**src/rtl/lc_pkg.sv**
```systemverilog
package lc_pkg;
  // Copy status of the stored line
  typedef enum logic [1:0] {
    CP_EMPTY = 2'd0,  // nothing in the array (zero width)
    CP_PAIR  = 2'd1,  // two clean copies, low and high half
    CP_LAST  = 2'd2,  // low copy disturbed, high copy clean
    CP_SOLO  = 2'd3   // one wide copy from byte 0
  } copy_st_e;
endpackage

```
**src/rtl/lc_copy_policy.sv**
```systemverilog
module lc_copy_policy #(
  parameter int unsigned LINE_BYTES = 64,
  parameter int unsigned CW_W       = 7
) (
  input  lc_pkg::copy_st_e st,
  input  logic [CW_W-1:0]  wr_cw,
  output logic             touch,
  output logic             sense_hi,
  output logic             need_rst,
  output lc_pkg::copy_st_e st_rd,
  output lc_pkg::copy_st_e st_wr,
  output logic             twin
);
  import lc_pkg::*;
  localparam int unsigned HALF = LINE_BYTES / 2;

  always_comb begin
    touch    = (st != CP_EMPTY);
    sense_hi = (st == CP_LAST);
    need_rst = (st == CP_LAST) || (st == CP_SOLO);
    st_rd    = (st == CP_PAIR) ? CP_LAST : st;
    twin     = (wr_cw != '0) && (wr_cw <= CW_W'(HALF));
    if (wr_cw == '0)  st_wr = CP_EMPTY;
    else if (twin)    st_wr = CP_PAIR;
    else              st_wr = CP_SOLO;
  end
endmodule

```
**src/rtl/lc_cell_array.sv**
```systemverilog
module lc_cell_array #(
  parameter int unsigned LINE_BYTES = 64,
  localparam int unsigned DW = LINE_BYTES * 8
) (
  input  logic                  clk,
  input  logic                  rst_n,
  input  logic                  wr_en,
  input  logic [LINE_BYTES-1:0] wr_mask,
  input  logic [DW-1:0]         wr_line,
  input  logic                  rd_en,
  input  logic [LINE_BYTES-1:0] rd_mask,
  output logic [DW-1:0]         rd_line
);
  // One byte of cells per generate step; a sense inverts the bytes it covers.
  for (genvar b = 0; b < LINE_BYTES; b++) begin : g_byte
    logic [7:0] cell_q;
    always_ff @(posedge clk or negedge rst_n) begin
      if (!rst_n)                     cell_q <= '0;
      else if (wr_en && wr_mask[b])   cell_q <= wr_line[b*8 +: 8];
      else if (rd_en && rd_mask[b])   cell_q <= ~cell_q;
    end
    assign rd_line[b*8 +: 8] = cell_q;
  end
endmodule

```
**src/rtl/lc_sense_latch.sv**
```systemverilog
module lc_sense_latch #(
  parameter int unsigned DW = 512
) (
  input  logic          clk,
  input  logic          rst_n,
  input  logic          cap,
  input  logic [DW-1:0] cap_line,
  input  logic          cap_hi,
  output logic [DW-1:0] held_line,
  output logic          held_hi,
  output logic          pend
);
  always_ff @(posedge clk or negedge rst_n) begin
    if (!rst_n) begin
      held_line <= '0;
      held_hi   <= 1'b0;
      pend      <= 1'b0;
    end else begin
      pend <= cap;  // a restore lives for exactly one cycle
      if (cap) begin
        held_line <= cap_line;
        held_hi   <= cap_hi;
      end
    end
  end
endmodule

```
**src/rtl/lc_line_ctrl.sv**
```systemverilog
module lc_line_ctrl #(
  parameter int unsigned LINE_BYTES = 64,
  parameter int unsigned ENC_W      = 4,
  localparam int unsigned CW_W = $clog2(LINE_BYTES + 1),
  localparam int unsigned DW   = LINE_BYTES * 8
) (
  input  logic                  clk,
  input  logic                  rst_n,
  input  logic                  wr_req,
  input  logic [ENC_W-1:0]      wr_enc,
  input  logic [CW_W-1:0]       wr_cw,
  input  logic [DW-1:0]         wr_data,
  input  logic                  rd_req,
  output logic                  rd_ready,
  output logic                  rd_valid,
  output logic [ENC_W-1:0]      rd_enc,
  output logic [CW_W-1:0]       rd_cw,
  output logic [DW-1:0]         rd_data,
  output logic                  arr_rd,
  output logic                  arr_wr,
  output logic                  arr_rst,
  output logic [LINE_BYTES-1:0] arr_mask
);
  import lc_pkg::*;
  localparam int unsigned HALF = LINE_BYTES / 2;

  // ---------------- arithmetic helpers ----------------
  function automatic logic [LINE_BYTES-1:0] span_mask(input logic [CW_W-1:0] n,
                                                      input logic hi);
    int unsigned lo;
    lo = hi ? HALF : 0;
    for (int unsigned i = 0; i < LINE_BYTES; i++)
      span_mask[i] = (i >= lo) && (i < lo + int'(n));
  endfunction

  function automatic logic [DW-1:0] keep_bytes(input logic [DW-1:0] line,
                                               input logic [CW_W-1:0] n);
    for (int unsigned i = 0; i < LINE_BYTES; i++)
      keep_bytes[i*8 +: 8] = (i < int'(n)) ? line[i*8 +: 8] : 8'h00;
  endfunction

  function automatic logic [DW-1:0] lift(input logic [DW-1:0] line, input logic hi);
    lift = hi ? (line << (HALF * 8)) : line;
  endfunction

  function automatic logic [DW-1:0] drop(input logic [DW-1:0] line, input logic hi);
    drop = hi ? (line >> (HALF * 8)) : line;
  endfunction

  // ---------------- stored line state ----------------
  copy_st_e         st_q;
  logic [CW_W-1:0]  cw_q;
  logic [ENC_W-1:0] enc_q;

  // ---------------- named internal events ----------------
  logic             ev_rd_acc;   // read accepted this cycle
  logic             ev_arr_rd;   // array sensed this cycle
  logic             ev_wr_go;    // array written by a normal write
  logic             ev_rst_go;   // restore written this cycle
  logic             ev_pend;     // restore pending
  logic [CW_W-1:0]  ev_cw_in;    // clamped write width
  copy_st_e         ev_st;
  logic [CW_W-1:0]  ev_cw;

  // policy
  logic     pol_touch, pol_hi, pol_need_rst, pol_twin;
  copy_st_e pol_st_rd, pol_st_wr;

  assign ev_cw_in = (wr_cw > CW_W'(LINE_BYTES)) ? CW_W'(LINE_BYTES) : wr_cw;

  lc_copy_policy #(.LINE_BYTES(LINE_BYTES), .CW_W(CW_W)) u_policy (
    .st       (st_q),
    .wr_cw    (ev_cw_in),
    .touch    (pol_touch),
    .sense_hi (pol_hi),
    .need_rst (pol_need_rst),
    .st_rd    (pol_st_rd),
    .st_wr    (pol_st_wr),
    .twin     (pol_twin)
  );

  // sense latch
  logic [DW-1:0] held_line;
  logic          held_hi;
  logic [DW-1:0] arr_line;
  logic [DW-1:0] sensed;

  assign ev_rd_acc = rd_req && !wr_req && !ev_pend;
  assign ev_arr_rd = ev_rd_acc && pol_touch;
  assign ev_wr_go  = wr_req && (ev_cw_in != '0);
  assign ev_rst_go = ev_pend && !wr_req;
  assign ev_st     = st_q;
  assign ev_cw     = cw_q;

  assign sensed = keep_bytes(drop(arr_line, pol_hi), cw_q);

  lc_sense_latch #(.DW(DW)) u_latch (
    .clk       (clk),
    .rst_n     (rst_n),
    .cap       (ev_arr_rd && pol_need_rst),
    .cap_line  (sensed),
    .cap_hi    (pol_hi),
    .held_line (held_line),
    .held_hi   (held_hi),
    .pend      (ev_pend)
  );

  // write and restore images
  logic [LINE_BYTES-1:0] wmask, rmask, rst_mask, a_wmask;
  logic [DW-1:0]         wline, rst_line, a_wline;
  logic [DW-1:0]         payload;

  always_comb begin
    payload  = keep_bytes(wr_data, ev_cw_in);
    wline    = payload | (pol_twin ? lift(payload, 1'b1) : '0);
    wmask    = span_mask(ev_cw_in, 1'b0) | (pol_twin ? span_mask(ev_cw_in, 1'b1) : '0);
    rmask    = span_mask(cw_q, pol_hi);
    rst_mask = span_mask(cw_q, held_hi);
    rst_line = lift(held_line, held_hi);
    a_wmask  = ev_wr_go ? wmask : rst_mask;
    a_wline  = ev_wr_go ? wline : rst_line;
  end

  lc_cell_array #(.LINE_BYTES(LINE_BYTES)) u_array (
    .clk     (clk),
    .rst_n   (rst_n),
    .wr_en   (ev_wr_go || ev_rst_go),
    .wr_mask (a_wmask),
    .wr_line (a_wline),
    .rd_en   (ev_arr_rd),
    .rd_mask (rmask),
    .rd_line (arr_line)
  );

  // ---------------- state and read result ----------------
  logic             rd_valid_q;
  logic [DW-1:0]    rd_data_q;
  logic [ENC_W-1:0] rd_enc_q;
  logic [CW_W-1:0]  rd_cw_q;

  always_ff @(posedge clk or negedge rst_n) begin
    if (!rst_n) begin
      st_q       <= CP_EMPTY;
      cw_q       <= '0;
      enc_q      <= '0;
      rd_valid_q <= 1'b0;
      rd_data_q  <= '0;
      rd_enc_q   <= '0;
      rd_cw_q    <= '0;
    end else begin
      rd_valid_q <= ev_rd_acc;
      if (wr_req) begin
        st_q  <= pol_st_wr;
        cw_q  <= ev_cw_in;
        enc_q <= wr_enc;
      end else if (ev_arr_rd) begin
        st_q <= pol_st_rd;
      end
      if (ev_rd_acc) begin
        rd_data_q <= pol_touch ? sensed : '0;
        rd_enc_q  <= enc_q;
        rd_cw_q   <= cw_q;
      end
    end
  end

  assign rd_ready = !ev_pend;
  assign rd_valid = rd_valid_q;
  assign rd_data  = rd_data_q;
  assign rd_enc   = rd_enc_q;
  assign rd_cw    = rd_cw_q;
  assign arr_rd   = ev_arr_rd;
  assign arr_wr   = ev_wr_go;
  assign arr_rst  = ev_rst_go;
  assign arr_mask = ev_arr_rd ? rmask : (ev_wr_go ? wmask : (ev_rst_go ? rst_mask : '0));
endmodule

```
**config.mk**
```make
export PLATFORM = sky130hd
export DESIGN_NAME = lc_line_ctrl
export DESIGN_NICKNAME = d
export VERILOG_FILES = /design/src/rtl/lc_pkg.sv /design/src/rtl/lc_copy_policy.sv /design/src/rtl/lc_cell_array.sv /design/src/rtl/lc_sense_latch.sv /design/src/rtl/lc_line_ctrl.sv
export SDC_FILE = /design/constraint.sdc
export NUM_CORES = 2
export LEC_CHECK = 0
export BUFFER_PORTS_ARGS = -buffer_cell sky130_fd_sc_hd__buf_4
export CORE_AREA = 4 4 432 434
export CTS_BUF_LIST = sky130_fd_sc_hd__clkbuf_8 sky130_fd_sc_hd__clkbuf_16
export DETAILED_ROUTE_END_ITERATION = 7
export DIE_AREA = 0 0 436 438
export GPL_TIMING_DRIVEN = 0
export HOLD_SLACK_MARGIN = 0.12
export SETUP_SLACK_MARGIN = 0.02
export SLEW_MARGIN = 20
export SYNTH_ARGS = -nofsm -noshare
export SYNTH_HDL_FRONTEND = slang
export SYNTH_SLANG_ARGS = --single-unit
```
**constraint.sdc**
```tcl
create_clock -name clk -period 6.3 [get_ports clk]
set_input_delay 1.89 -clock clk [delete_from_list [all_inputs] [get_ports clk]]
set_output_delay 1.89 -clock clk [all_outputs]
set_load 0.02 [all_outputs]
```
# [Word level (Yosys, flattened, before mapping)]
# Index checks and enable logic that the tools add are counted.
[totals] register_bits=1563 input_bits=527
[classes] n_addsub=3 order_cmp=418 eq_ne=3 n_mux=274 bitwise=66 reduce_logical=337
[ops] operator="$lt 6x32->1 const A" count=93
[ops] operator="$mux 512" count=5
[ops] operator="$mux 8" count=256
[ops] operator="$lt 5x32->1 const A" count=32
[ops] operator="$ge 6x32->1 const A" count=18
[ops] operator="$lt 4x32->1 const A" count=16
[ops] operator="$not 8->8" count=64
[ops] operator="$or 512x512->512" count=1
[ops] operator="$lt 6x7->1 const A" count=64
[ops] operator="$mux 64" count=5
[ops] operator="$ge 6x6->1 const A" count=46
[ops] operator="$logic_and 1x1->1" count=263
[ops] operator="$lt 3x32->1 const A" count=8
[ops] operator="$lt 5x7->1 const A" count=32
[ops] operator="$ge 5x6->1 const A" count=32
[ops] operator="$reduce_bool 2->1" count=67
[ops] operator="$lt 1x32->1 const A" count=4
[ops] operator="$lt 2x32->1 const A" count=4
[ops] operator="$lt 4x7->1 const A" count=16
[ops] operator="$ge 4x6->1 const A" count=16
[ops] operator="$or 64x64->64" count=1
[ops] operator="$lt 3x7->1 const A" count=8
[ops] operator="$ge 3x6->1 const A" count=8
[ops] operator="$lt 1x7->1 const A" count=4
[ops] operator="other kinds (18)" count=38

# [Logic depth before layout (Yosys ltp)]
[logic_depth] word_depth=9 mapped_depth=13 ltp_nobuf=8

# [Modules after synthesis]
# Synthesis repeated with hierarchy kept, for this count alone.
[hier_totals] cells_unflattened=8218 area_unflattened_um2=87946.8
[modules_own_cells] module="lc_line_ctrl" n_inst=1 cells_each=4192 area_per_inst_um2=37514.7
[modules_own_cells] module="lc_cell_array" n_inst=1 cells_each=2930 area_per_inst_um2=31096.1
[modules_own_cells] module="lc_sense_latch" n_inst=1 cells_each=1084 area_per_inst_um2=19256.0
[modules_own_cells] module="lc_copy_policy" n_inst=1 cells_each=12 area_per_inst_um2=80.1

# [Least setup slack after synthesis]
# Ideal clock, no wire load.
[synth_timing] kind="input-to-output" from="input wr_cw[4]" to="output arr_mask[43]" arrival_time_ns=3.975 setup_slack_ns=0.435 stages=8 n_path_buf=4 cell_sequence="buf_2 buf_2 a2111oi_0 a211oi_1 a221o_1 buf_2 buf_2 or2_2"
[synth_between] elab_chain_len=8
[synth_rtl] element="start: declaration" line_no="lc_line_ctrl.sv:11" source="input logic [CW_W-1:0] wr_cw,"
[synth_rtl] element="$gt 7x7->1" line_no="lc_line_ctrl.sv:69" source="assign ev_cw_in = (wr_cw > CW_W'(LINE_BYTES)) ? CW_W'(LINE_BYTES) : wr_cw;"
[synth_rtl] element="$mux 7 *" line_no="lc_line_ctrl.sv:69"
[synth_rtl] element="$add 6x7->8, or another cell as far along" line_no="lc_line_ctrl.sv:33" source="span_mask[i] = (i >= lo) && (i < lo + int'(n));"
[synth_rtl] element="$lt 6x32->1 or $logic_and 1x1->1 (tied branches)" line_no="lc_line_ctrl.sv:33, lc_copy_policy.sv:22"
[synth_rtl] element="$mux 64" line_no="lc_line_ctrl.sv:116" source="wmask = span_mask(ev_cw_in, 1'b0) | (pol_twin ? span_mask(ev_cw_in, 1'b1) : '0);"
[synth_rtl] element="$or 64x64->64" line_no="lc_line_ctrl.sv:116"
[synth_rtl] element="$mux 64 * (2 in series)" line_no="lc_line_ctrl.sv:175" source="assign arr_mask = ev_arr_rd ? rmask : (ev_wr_go ? wmask : (ev_rst_go ? rst_mask : '0));"
[synth_rtl] element="end: declaration" line_no="lc_line_ctrl.sv:22" source="output logic [LINE_BYTES-1:0] arr_mask"
# Mark *: on every way between the ends. The rest lies on a longest branch, timed or not.

# [Worst setup path in the final report]
[layout_timing] from="register cw_q[2]" to="output arr_mask[56]"
[layout_between] elab_chain_len=6
[layout_rtl] element="start: declaration" line_no="lc_line_ctrl.sv:52" source="logic [CW_W-1:0] cw_q;"
[layout_rtl] element="start signal: assignment" line_no="lc_line_ctrl.sv:154" source="cw_q <= ev_cw_in;"
[layout_rtl] element="$add 6x7->8"
[layout_rtl] element="$lt 6x32->1" line_no="lc_line_ctrl.sv:33"
[layout_rtl] element="$logic_and 1x1->1" line_no="lc_line_ctrl.sv:33"
[layout_rtl] element="$mux 64 (2 in series)" line_no="lc_line_ctrl.sv:175"
[layout_rtl] element="$mux 64 *" line_no="lc_line_ctrl.sv:175"
# Marked as above.

==> run summary <==
Startpoint Class: flop
worst setup margin: -0.0950 ns
initial drt markers: 8886
Tightest Pin Transition: 1.34 ns
Leak: 43.7 nW
# clock sinks: 1563
GPL Wtd Cong: 0.996
most frequent cell after synthesis: dfrtp_1
Max Cap Viol: 0
post-synthesis compound-gate area fraction: 0.211
final core utilization: 0.517
WP data arrival: 4.51 ns
failing checks: design-rule violations, negative setup slack
DP Wirelength: 296000 microns
FF/Latch Area: 39100 sq um
min-delay worst type: flop to flop
core area: 183000 sq um
status: complete, but fails checks
aggregate routed wire length: 392000 microns
initial antenna violation count: 86
cell taking the most area after synthesis: dfrtp_1
share of layout cells above drive strength 1: 0.247
ys async rst share: 1.00
Overall Global Routing Usage: 0.396
number of vias per cell: 6.40
Seq/Total Area, Yosys: 0.528
largest net degree at the start of global routing: 142
Synth-to-Final Area Change: 27.6%
RSZ-0062 raised after global routing: true
CTS Buf Count: 174
Starting Density: 0.405
Crit. End Element: output port
Final nets: 8656
Filler Cells Inserted: 16700
mean area per synthesized cell: 11.0 sq um
Syn. warnings: 0
DR WL/cell: 36.5 microns
worst skew pair latency: 0.87 ns
Max Clk Rate: 156 MHz
number of synthesized register bits: 1563
first-pass GRT wire length: 538000 microns
Pwr per Cell Area: 393 nW/um^2
vias in the first global route: 67300
Fin. Hold Viols: 0
Max-slew headroom: 0.101
IO Pins: 1119
area of the multi-input gates: 34200 sq um
Synth top area share: 0.528
grt total ovfl: 0
CTS Hold Bufs: 0
die area: 191000 sq um
Post-Syn Area: 74000 sq um
clock-pin slew on the worst setup and hold paths: 0.06 ns
post-layout minimum cycle time: 6.40 ns
Clock Path Buffers: 3
post-synthesis xor/xnor area fraction: 0.0596
Setup Skew: 0.0259 ns
DP Area: 86700 sq um
die height: 438 microns
Synth area leaders: dfrtp_1, mux2i_1, a22o_1
Synth Instances: 6750
FP Rows: 157
Die Wd: 436 microns
DRC Markers: 1
DR vias: 68800
DR pass1 iterations: 8
worst-path maximum fanout: 10
post-synthesis mux area share: 0.0991
final slew viol count: 0
Synth top cells by count: dfrtp_1, nand2_1, mux2i_1, o21ai_0, a22o_1
Peak supply drop: 0.228 mV
CP Data Required Time: 4.41 ns
largest family of logic cells by synthesized area: compound AO/OA/AOI/OAI gates
crit path kind: flop to output port
Mapped Nets: 7279
simple-gate share of the synthesized area: 0.0758
register-to-register path setup slack: 2.03 ns
PortBufs: 1114
Post-synth EDFFs: 0
period utilisation layout: 1.02
top_reg_cell synth: dfrtp_1
htree depth: 4
Final Setup Violations: 4
root buffer cell: clkbuf_16
Synth cell types: 89
Synth Area in Adders: 0.000338
Detail Route Antenna Nets: 0
CTS tree: yes
design area: 94500 sq um
-- report_power, final --
group          switching (W)  total [W]  internal, W
clock network        0.00465     0.0111      0.00644
logic                0.00634     0.0107      0.00438
registers            0.00263     0.0153       0.0126
total                 0.0136     0.0371       0.0235
-- cell families (layout without fill, tap and decap cells) --
| family | after synthesis | count (layout) |
|---|---|---|
| buffers and inverters | 477 | 2002 |
| and+or+nand+nor | 1283 | 1283 |
| muxes | 716 | 716 |
| DFF | 1563 | 1563 |
| adders and majority gates | 2 | 2 |
| xor gates and xnor gates | 504 | 504 |
| other | 0 | 86 |
| AOI/OAI and AO/OA | 2205 | 2205 |
-- cell usage in the layout, fill, tap and decap left out, types with 25 or more instances in the layout --
master        n
a22o_1      520
nand2b_1     41
clkbuf_16   176
a211oi_1     55
buf_2        76
buf_1        25
a21oi_4      43
inv_1        48
nand3_1      32
diode_2      86
clkbuf_2     69
nand2_1     792
a221oi_1    235
clkinv_2     31
a21oi_1     352
buf_4      1193
o21ai_0     546
a222oi_1     78
a21oi_2      42
and2_1       65
xnor2_1     346
clkbuf_8     45
clkbuf_1    233
xor2_1      158
nor2_1      192
mux2i_1     581
dfrtp_1    1562
mux2_2      135
a22oi_1      35
a31oi_1      38
-- cell type report --
| type | instances | share of cell area |
|---|---|---|
| Sequential cell | 1563 | 0.414 |
| Antenna cell | 86 | 0.00228 |
| Tap cell | 2385 | 0.0316 |
| Buffer | 439 | 0.0213 |
| Multi-Input combinational cell | 4710 | 0.362 |
| Inverter | 19 | 0.000768 |
| Clock buffer | 221 | 0.0532 |
| Timing Repair Buffer | 1220 | 0.103 |
| Clock inverter | 103 | 0.0123 |
-- critical path: stages, from the launching register on --
cell and delay, ns:
dfrtp_1 0.40, clkbuf_1 0.22, clkbuf_1 0.30, nor3_1 1.12, nor2_1 0.39, a21oi_2 0.82, nand2_1 0.18, buf_4 0.21
-- worst paths after layout --
kind / from / end / cells after the start
max: cw_q[2]$_DFFE_PN0P_ / arr_mask[56] / 7
min: rd_data[508]$_DFFE_PN0P_ / rd_data[508]$_DFFE_PN0P_ / 2
max reg2reg: u_latch.pend$_DFF_PN0_ / u_latch.held_line[500]$_DFFE_PN0P_ / 8
min reg2reg: rd_data[508]$_DFFE_PN0P_ / rd_data[508]$_DFFE_PN0P_ / 2
max in group asynchronous: rst_n / rd_data[71]$_DFFE_PN0P_ / 6
min in group asynchronous: rst_n / rd_data[163]$_DFFE_PN0P_ / 1
-- timing repair --
item,in CTS,in global routing
pin swaps,21,6
buffers inserted,42,8
gates resized for setup,186,42
cloned,0,0
setup endpoints to repair,65,36
-- through the flow --
| step | hold WS [ns] | instances | setup TNS, ns | total power, W | setup WS, ns |
|---|---|---|---|---|---|
| finish | 0.474 | 10700 | -0.143 | 0.0371 | -0.0950 |
| global route | 0.503 | 10700 | -0.262 | 0.0383 | -0.0967 |
| CTS | 0.476 | 10700 | -0.0178 | 0.0368 | -0.0178 |
| global placement | 0.454 | 10200 | - | 0.0253 | -16.59 |
| detailed placement | 0.461 | 10300 | -39.80 | 0.0257 | -1.49 |
| floorplan | 0.435 | 6750 | 0 | 0.0204 | 0.435 |
-- per-layer routing --
metal / vias to the layer above / global-route usage / part of all wire
met4: 18 / 0.298 / 0.086
met3: 1102 / 0.0945 / 0.094
li1: 27900 / - / -
met5: - / 0 / 0.00044
met2: 4358 / 0.577 / 0.43
met1: 35400 / 0.513 / 0.39
-- registers in the layout (all words and copies together), names as in the netlist --
| name | cells |
|---|---|
| cw_q | 7 |
| ev_st | 2 |
| u_array.g_byte.cell_q | 512 |
| rd_cw | 7 |
| enc_q | 4 |
| u_latch.held_hi | 1 |
| rd_valid | 1 |
| rd_enc | 4 |
| rd_data | 512 |
| u_latch.pend | 1 |
| u_latch.held_line | 512 |
Note: power is estimated with default switching activity, not from simulation.
